[config.mk]
export PLATFORM = sky130hd
export DESIGN_NAME = gpio_irq_bank
export DESIGN_NICKNAME = d
export VERILOG_FILES = /design/src/rtl/gpio_irq_pkg.sv /design/src/rtl/gpio_sync.sv /design/src/rtl/gpio_irq_unit.sv /design/src/rtl/gpio_irq_bank.sv
export SDC_FILE = /design/constraint.sdc
export NUM_CORES = 1
export LEC_CHECK = 0
export ABC_AREA = 1
export CAP_MARGIN = 20
export CORE_MARGIN = 4
export CORE_UTILIZATION = 41
export CTS_CLUSTER_SIZE = 14
export DETAILED_ROUTE_END_ITERATION = 12
export PLACE_DENSITY = 0.56
export SYNTH_ARGS = -nofsm -noshare
export SYNTH_HDL_FRONTEND = slang
export SYNTH_SLANG_ARGS = --single-unit
[constraint.sdc]
create_clock -name clk -period 4.7 [get_ports clk]
set_input_delay 0.94 -clock clk [delete_from_list [all_inputs] [get_ports clk]]
set_output_delay 0.94 -clock clk [all_outputs]
set_load 0.01 [all_outputs]
[src/rtl/gpio_irq_pkg.sv]
package gpio_irq_pkg;

    localparam int BUS_W  = 32;
    localparam int ADDR_W = 8;

    localparam logic [ADDR_W-1:0] OFF_MODE   = 8'h00;
    localparam logic [ADDR_W-1:0] OFF_DIR    = 8'h04;
    localparam logic [ADDR_W-1:0] OFF_DOUT   = 8'h08;
    localparam logic [ADDR_W-1:0] OFF_DIN    = 8'h0C;
    localparam logic [ADDR_W-1:0] OFF_STAT   = 8'h10;
    localparam logic [ADDR_W-1:0] OFF_CLR    = 8'h14;
    localparam logic [ADDR_W-1:0] OFF_MASK   = 8'h18;
    localparam logic [ADDR_W-1:0] OFF_UNMASK = 8'h1C;
    localparam logic [ADDR_W-1:0] OFF_POL    = 8'h20;
    localparam logic [ADDR_W-1:0] OFF_EDGE   = 8'h24;
    localparam logic [ADDR_W-1:0] OFF_FILT   = 8'h28;
    localparam logic [ADDR_W-1:0] OFF_BOTH   = 8'h4C;

    typedef enum logic [3:0] {
        SEL_NONE, SEL_MODE, SEL_DIR, SEL_DOUT, SEL_DIN, SEL_STAT, SEL_CLR,
        SEL_MASK, SEL_UNMASK, SEL_POL, SEL_EDGE, SEL_FILT, SEL_BOTH
    } reg_sel_e;

    function automatic reg_sel_e decode_addr(input logic [ADDR_W-1:0] a);
        reg_sel_e s;
        case (a)
            OFF_MODE:   s = SEL_MODE;
            OFF_DIR:    s = SEL_DIR;
            OFF_DOUT:   s = SEL_DOUT;
            OFF_DIN:    s = SEL_DIN;
            OFF_STAT:   s = SEL_STAT;
            OFF_CLR:    s = SEL_CLR;
            OFF_MASK:   s = SEL_MASK;
            OFF_UNMASK: s = SEL_UNMASK;
            OFF_POL:    s = SEL_POL;
            OFF_EDGE:   s = SEL_EDGE;
            OFF_FILT:   s = SEL_FILT;
            OFF_BOTH:   s = SEL_BOTH;
            default:    s = SEL_NONE;
        endcase
        return s;
    endfunction

endpackage

[src/rtl/gpio_sync.sv]
module gpio_sync #(
    parameter int W      = 32,
    parameter int STAGES = 2
) (
    input  logic         clk,
    input  logic         rst_n,
    input  logic [W-1:0] d,
    output logic [W-1:0] lvl,
    output logic [W-1:0] prev
);

    // chain[0] is the first flop; chain[STAGES-1] is the synchronised level,
    // chain[STAGES] holds the sample before it for edge comparison.
    typedef struct packed {
        logic [STAGES:0][W-1:0] chain;
    } sync_st_t;

    sync_st_t s_d, s_q;

    always_comb begin
        s_d       = s_q;
        s_d.chain = {s_q.chain[STAGES-1:0], d};
    end

    always_ff @(posedge clk or negedge rst_n) begin
        if (!rst_n) s_q <= '0;
        else        s_q <= s_d;
    end

    assign lvl  = s_q.chain[STAGES-1];
    assign prev = s_q.chain[STAGES];

endmodule

[src/rtl/gpio_irq_unit.sv]
module gpio_irq_unit #(
    parameter int W = 32
) (
    input  logic         clk,
    input  logic         rst_n,
    input  logic [W-1:0] lvl,
    input  logic [W-1:0] prev,
    input  logic [W-1:0] mode,
    input  logic [W-1:0] pol,
    input  logic [W-1:0] edg,
    input  logic [W-1:0] both,
    input  logic         clr_we,
    input  logic         msk_we,
    input  logic         unmsk_we,
    input  logic [W-1:0] wdata,
    output logic [W-1:0] stat,
    output logic [W-1:0] en,
    output logic         irq
);

    typedef struct packed {
        logic [W-1:0] stat;
        logic [W-1:0] en;
    } irq_st_t;

    irq_st_t      r_d, r_q;
    logic [W-1:0] evt;
    logic [W-1:0] lvl_on;
    logic [W-1:0] latch_pin;

    // Per-pin event and level sense
    for (genvar i = 0; i < W; i++) begin : g_pin
        logic rise, fall, hit;
        assign rise      = lvl[i] & ~prev[i];
        assign fall      = ~lvl[i] & prev[i];
        assign hit       = both[i] ? (rise | fall) : (pol[i] ? fall : rise);
        assign latch_pin[i] = mode[i] & edg[i];
        assign evt[i]    = latch_pin[i] & hit;
        assign lvl_on[i] = mode[i] & ~edg[i] & (lvl[i] ^ pol[i]);
    end

    always_comb begin
        logic [W-1:0] clr;
        r_d  = r_q;
        clr  = clr_we ? wdata : '0;
        // a new event overrides a clear in the same cycle
        r_d.stat = (((r_q.stat & ~clr) | evt) & latch_pin) | lvl_on;
        if (msk_we)   r_d.en = r_q.en & wdata;
        if (unmsk_we) r_d.en = r_q.en | wdata;
    end

    always_ff @(posedge clk or negedge rst_n) begin
        if (!rst_n) r_q <= '0;
        else        r_q <= r_d;
    end

    assign stat = r_q.stat;
    assign en   = r_q.en;
    assign irq  = |(r_q.stat & r_q.en);

    // every detected event shows up in status on the next cycle
    p_edge_latch_r5: assert property (@(posedge clk) disable iff (!rst_n)
        (evt != '0) |=> ((stat & $past(evt)) == $past(evt)));

    // a clear landing together with an event loses
    p_edge_wins_r9: assert property (@(posedge clk) disable iff (!rst_n)
        (clr_we && ((evt & wdata) != '0)) |=>
        ((stat & $past(evt & wdata)) == $past(evt & wdata)));

    // cleared edge pins without a new event drop to 0
    p_clear_r8: assert property (@(posedge clk) disable iff (!rst_n)
        clr_we |=> ((stat & $past(wdata & latch_pin & ~evt)) == '0));

    // level pins mirror the adjusted level one cycle later
    p_level_r6: assert property (@(posedge clk) disable iff (!rst_n)
        1'b1 |=> (((stat ^ $past(lvl ^ pol)) & $past(mode & ~edg)) == '0));

    // general pins never carry status
    p_mode_off_r7: assert property (@(posedge clk) disable iff (!rst_n)
        1'b1 |=> ((stat & ~$past(mode)) == '0));

    // mask write only drops bits written as 0
    p_mask_r10: assert property (@(posedge clk) disable iff (!rst_n)
        msk_we |=> ((en & ~$past(wdata)) == '0) && ((en ^ $past(en)) & $past(wdata)) == '0);

    // unmask write raises every bit written as 1
    p_unmask_r10: assert property (@(posedge clk) disable iff (!rst_n)
        unmsk_we |=> ((en & $past(wdata)) == $past(wdata)));

endmodule

[src/rtl/gpio_irq_bank.sv]
module gpio_irq_bank
    import gpio_irq_pkg::*;
#(
    parameter int NPINS = 32
) (
    input  logic                  clk,
    input  logic                  rst_n,
    input  logic                  bus_sel,
    input  logic                  bus_we,
    input  logic [ADDR_W-1:0]     bus_addr,
    input  logic [BUS_W-1:0]      bus_wdata,
    output logic [BUS_W-1:0]      bus_rdata,
    input  logic [NPINS-1:0]      pin_in,
    output logic [NPINS-1:0]      pin_out,
    output logic [NPINS-1:0]      pin_oe,
    output logic                  irq_out
);

    localparam int SYNC_STAGES = 2;

    typedef struct packed {
        logic [NPINS-1:0] mode;
        logic [NPINS-1:0] dir;
        logic [NPINS-1:0] dout;
        logic [NPINS-1:0] pol;
        logic [NPINS-1:0] edg;
        logic [NPINS-1:0] both;
        logic [NPINS-1:0] filt;
    } cfg_st_t;

    cfg_st_t          c_d, c_q;
    reg_sel_e         sel;
    logic             wr_en;
    logic [NPINS-1:0] wpins;
    logic [NPINS-1:0] lvl, prev;
    logic [NPINS-1:0] stat, en;
    logic [NPINS-1:0] rd_pins;

    assign sel   = decode_addr(bus_addr);
    assign wr_en = bus_sel & bus_we;
    assign wpins = bus_wdata[NPINS-1:0];

    gpio_sync #(.W(NPINS), .STAGES(SYNC_STAGES)) u_sync (
        .clk  (clk),
        .rst_n(rst_n),
        .d    (pin_in),
        .lvl  (lvl),
        .prev (prev)
    );

    gpio_irq_unit #(.W(NPINS)) u_irq (
        .clk     (clk),
        .rst_n   (rst_n),
        .lvl     (lvl),
        .prev    (prev),
        .mode    (c_q.mode),
        .pol     (c_q.pol),
        .edg     (c_q.edg),
        .both    (c_q.both),
        .clr_we  (wr_en && sel == SEL_CLR),
        .msk_we  (wr_en && sel == SEL_MASK),
        .unmsk_we(wr_en && sel == SEL_UNMASK),
        .wdata   (wpins),
        .stat    (stat),
        .en      (en),
        .irq     (irq_out)
    );

    always_comb begin
        c_d = c_q;
        if (wr_en) begin
            case (sel)
                SEL_MODE: c_d.mode = wpins;
                SEL_DIR:  c_d.dir  = wpins;
                SEL_DOUT: c_d.dout = wpins;
                SEL_POL:  c_d.pol  = wpins;
                SEL_EDGE: c_d.edg  = wpins;
                SEL_BOTH: c_d.both = wpins;
                SEL_FILT: c_d.filt = wpins;
                default:  ;
            endcase
        end
    end

    always_ff @(posedge clk or negedge rst_n) begin
        if (!rst_n) c_q <= '0;
        else        c_q <= c_d;
    end

    always_comb begin
        case (sel)
            SEL_MODE: rd_pins = c_q.mode;
            SEL_DIR:  rd_pins = c_q.dir;
            SEL_DOUT: rd_pins = c_q.dout;
            SEL_DIN:  rd_pins = lvl;
            SEL_STAT: rd_pins = stat;
            SEL_MASK: rd_pins = en;
            SEL_POL:  rd_pins = c_q.pol;
            SEL_EDGE: rd_pins = c_q.edg;
            SEL_FILT: rd_pins = c_q.filt;
            SEL_BOTH: rd_pins = c_q.both;
            default:  rd_pins = '0;
        endcase
        bus_rdata = '0;
        if (bus_sel) bus_rdata[NPINS-1:0] = rd_pins;
    end

    assign pin_out = c_q.dout;
    assign pin_oe  = c_q.dir & ~c_q.mode;

    // a config write is visible in the register next cycle
    p_cfg_wr_r2: assert property (@(posedge clk) disable iff (!rst_n)
        (wr_en && sel == SEL_POL) |=> (c_q.pol == $past(wpins)));

    // pins switched to interrupt input release their driver
    p_oe_mode_r3: assert property (@(posedge clk) disable iff (!rst_n)
        (wr_en && sel == SEL_MODE) |=> ((pin_oe & $past(wpins)) == '0));

    // the request never rises without a status source
    p_irq_src_r11: assert property (@(posedge clk) disable iff (!rst_n)
        irq_out |-> ((stat & en) != '0));

endmodule

==> out/qor.yml <==
setup_path:
  start_kind: "input port"
  crit_arrival_ns: 3.31
  crit_type: "in2out"
  rrSetupSlack_ns: 3.39
  r2r-start: "u_sync.lvl[18]$_DFF_PN0_"
  crit_path_end_kind: "output pin"
  required_ns: 3.76
  cp_max_fo: 15
  crit_start: "bus_addr[4]"
cells_and_area:
  instances_no_fill: 3213
  final_nets: 2718
  area_growth_pct: 18.5
  fin_util_pct: 49.3
  diodes: 0
  fillers: 4576
  drive_gt1_share_pct: 5.10
yosys:
  synth_fp_nets: 2606
  netlist.area_leader.share_pct: 49.6
  yosysSeqAreaShare_pct: 49.6
  yosysWarnings: 0
  async_reset_ff_share_pct: 100
  ys_ff_latch: 384
  synth_largest_area_cell: "dfrtp_1"
  synth_cell_type_count: 23
  synthesis.area_um2: 19400
  synth_edf_count: 0
  ys.flop_type: "dfrtp_1"
  synthCells: 2466
  synth.most_common_cell: "nand2_1"
  synthTopCellsByArea: "dfrtp_1, nand2_1, nand3_1, inv_1, o21ai_1"
  netlist_top_cells_count: "nand2_1, dfrtp_1, inv_1"
  avgSynthCellArea_um2: 7.86
detailed_routing:
  viasPerCell: 5.17
  vias: 16600
  wire_per_inst_um: 18.2
  routed_wl_um: 58400
  dr.pass1.iters: 6
  drcViolationCount: 0
  ant_nets: 0
  drtIter0Drc: 1308
pwr:
  combPwrFrac_pct: 6.8
  sw_frac_of_total_pct: 24.4
  p_clk_share_pct: 45.3
  internal_power_mw: 5.51
  power_density_nw_per_um2: 317
  leakagePower_nw: 11.3
  p_sw_mw: 1.78
  vdd_drop_max_mv: 0.191
  seqPwrFrac_pct: 47.9
floorplan:
  die_area_um2: 50800
  initial_core_util_pct: 41.6
  rows: 79
  core_um2: 46700
  die_w_um: 225
  io_pins: 173
  die_h_um: 225
placed_design:
  place_inst: 3139
  dp_hpwl_um: 36600
  port_buffers: 172
  dpl_worst_slack_ns: 0.445
  globalplace.congestion: 0.818
clock_tree:
  cts_made_buffers: 44
  cts_hold_buf: 0
  cts_tree: "done"
  clkLatencyLatePin_ns: 0.57
  clockBufferDepth: 3
  cts_sinks: 384
  ctsResizeCount: 0
  clk_pin_slew_ns: 0.05
  cts_setup_buffers: 0
  cts_root_buffer: "clkbuf_16"
  htree_levels: 2
timing:
  rsz0062_at_grt: "no"
  tightest_slew_ns: 0.925
  fmax_mhz: 235
  drv_slew: 0
  setup_viol: 0
  hold_ws_ns: 0.345
  fin_crit_sh_pct: 90.5
  min_period_ns: 4.25
  setup_ws_ns: 0.448
  fin_skew_ns: 0.0132
  relSlewSlack_pct: 38.3
  hold_viol: 0
  tns_ns: 0
hold_path:
  worstHoldStart: "u_sync.s_d[35]$_DFF_PN0_"
  hold_class: "reg2reg"
global_routing:
  grt.overflow.total: 0
  antenna_found_initial: 0
  grt_usage_pct: 23.1
  grt_max_degree: 107
  grt_pass1_vias: 16400
  grt_pass1_wl_um: 92700
outcome:
  status: "completed"
flow_run:
  drv_cap: 0
==> worst paths after layout <==
| path | endpoint | depth (start not counted) |
|---|---|---|
| worst max-delay path | bus_rdata[29] | 12 |
| worst min-delay path | u_sync.lvl[3]$_DFF_PN0_ | 0 |
| worst max register to register | u_irq.stat[18]$_DFF_PN0_ | 5 |
| worst min register to register | u_sync.lvl[3]$_DFF_PN0_ | 0 |
| max in group asynchronous | u_sync.s_d[49]$_DFF_PN0_ | 2 |
| min in group asynchronous | u_sync.s_d[35]$_DFF_PN0_ | 1 |
==> cells by family (layout without fill, tap and decap cells) <==
family / after synthesis / in the layout / synth area share (%)
fa+ha+maj: 64 / 64 / 4.13
compound gates: 462 / 462 / 12.2
simple gates: 1110 / 1110 / 24.0
flops: 384 / 384 / 49.6
buf+inv: 446 / 586 / 10.1
==> area by class of cell <==
class	count	area (um^2)	area share, %
multi-input cells	1636	7860	34.2
repair buffers	213	2270	9.87
clock buffers	64	1270	5.52
inverters	299	1120	4.89
clock inverters	10	88.8	0.387
flip-flops and latches	384	9610	41.8
well taps	607	759	3.30
==> metrics by stage <==
| stage | power, mW | instance area [um^2] |
|---|---|---|
| floorplan | 3.76 | 19400 |
| global placement | 4.04 | 21600 |
| detailed placement | 4.06 | 21600 |
| CTS | 7.40 | 23000 |
| global route | 7.59 | 23000 |
| finish | 7.30 | 23000 |
==> layer usage <==
| layer | share of wire [%] | global-route usage (%) | vias to the layer above |
|---|---|---|---|
| met4 | 2.8 | 7.59 | 0 |
| met5 | 0 | 0 | - |
| met3 | 5.2 | 2.81 | 103 |
| met1 | 44 | 30.8 | 7936 |
| li1 | - | - | 8103 |
| met2 | 48 | 39.3 | 464 |
==> critical path, cell delays in order <==
cell             delay, ns
clkdlybuf4s50_1       0.45
inv_2                 0.09
nand2_1               0.13
nor2_4                0.44
buf_12                0.24
nand3_1               0.09
nand2_1               0.09
nor2_1                0.06
nand3_1               0.06
nand2_1               0.09
inv_1                 0.09
clkdlybuf4s50_1       0.53
==> power by group through the flow <==
stage               clock network [mW]  logic (mW)  registers (mW)
floorplan                            0       0.238            3.52
global placement                     0       0.494            3.55
detailed placement                   0       0.507            3.55
CTS                               3.39       0.509            3.49
global route                      3.52       0.565            3.51
finish                            3.30       0.499            3.50
==> flip-flops by register name, summed over array words and instances (netlist names) <==
signal       flops
u_sync.lvl      32
c_q            192
pin_out         32
u_irq.en        32
u_irq.stat      32
u_sync.s_d      32
u_sync.prev     32
==> cell usage in the layout, fill, tap and decap left out, types with 22 or more instances in the layout <==
cell type / count
nand2_1: 690
dfrtp_1: 384
inv_1: 292
nand3_1: 290
o21ai_1: 189
clkdlybuf4s50_1: 170
o21ai_0: 163
nor2_1: 107
a21oi_1: 96
ha_1: 64
clkbuf_16: 46
buf_4: 22
Note: power is estimated with default switching activity, not from simulation.
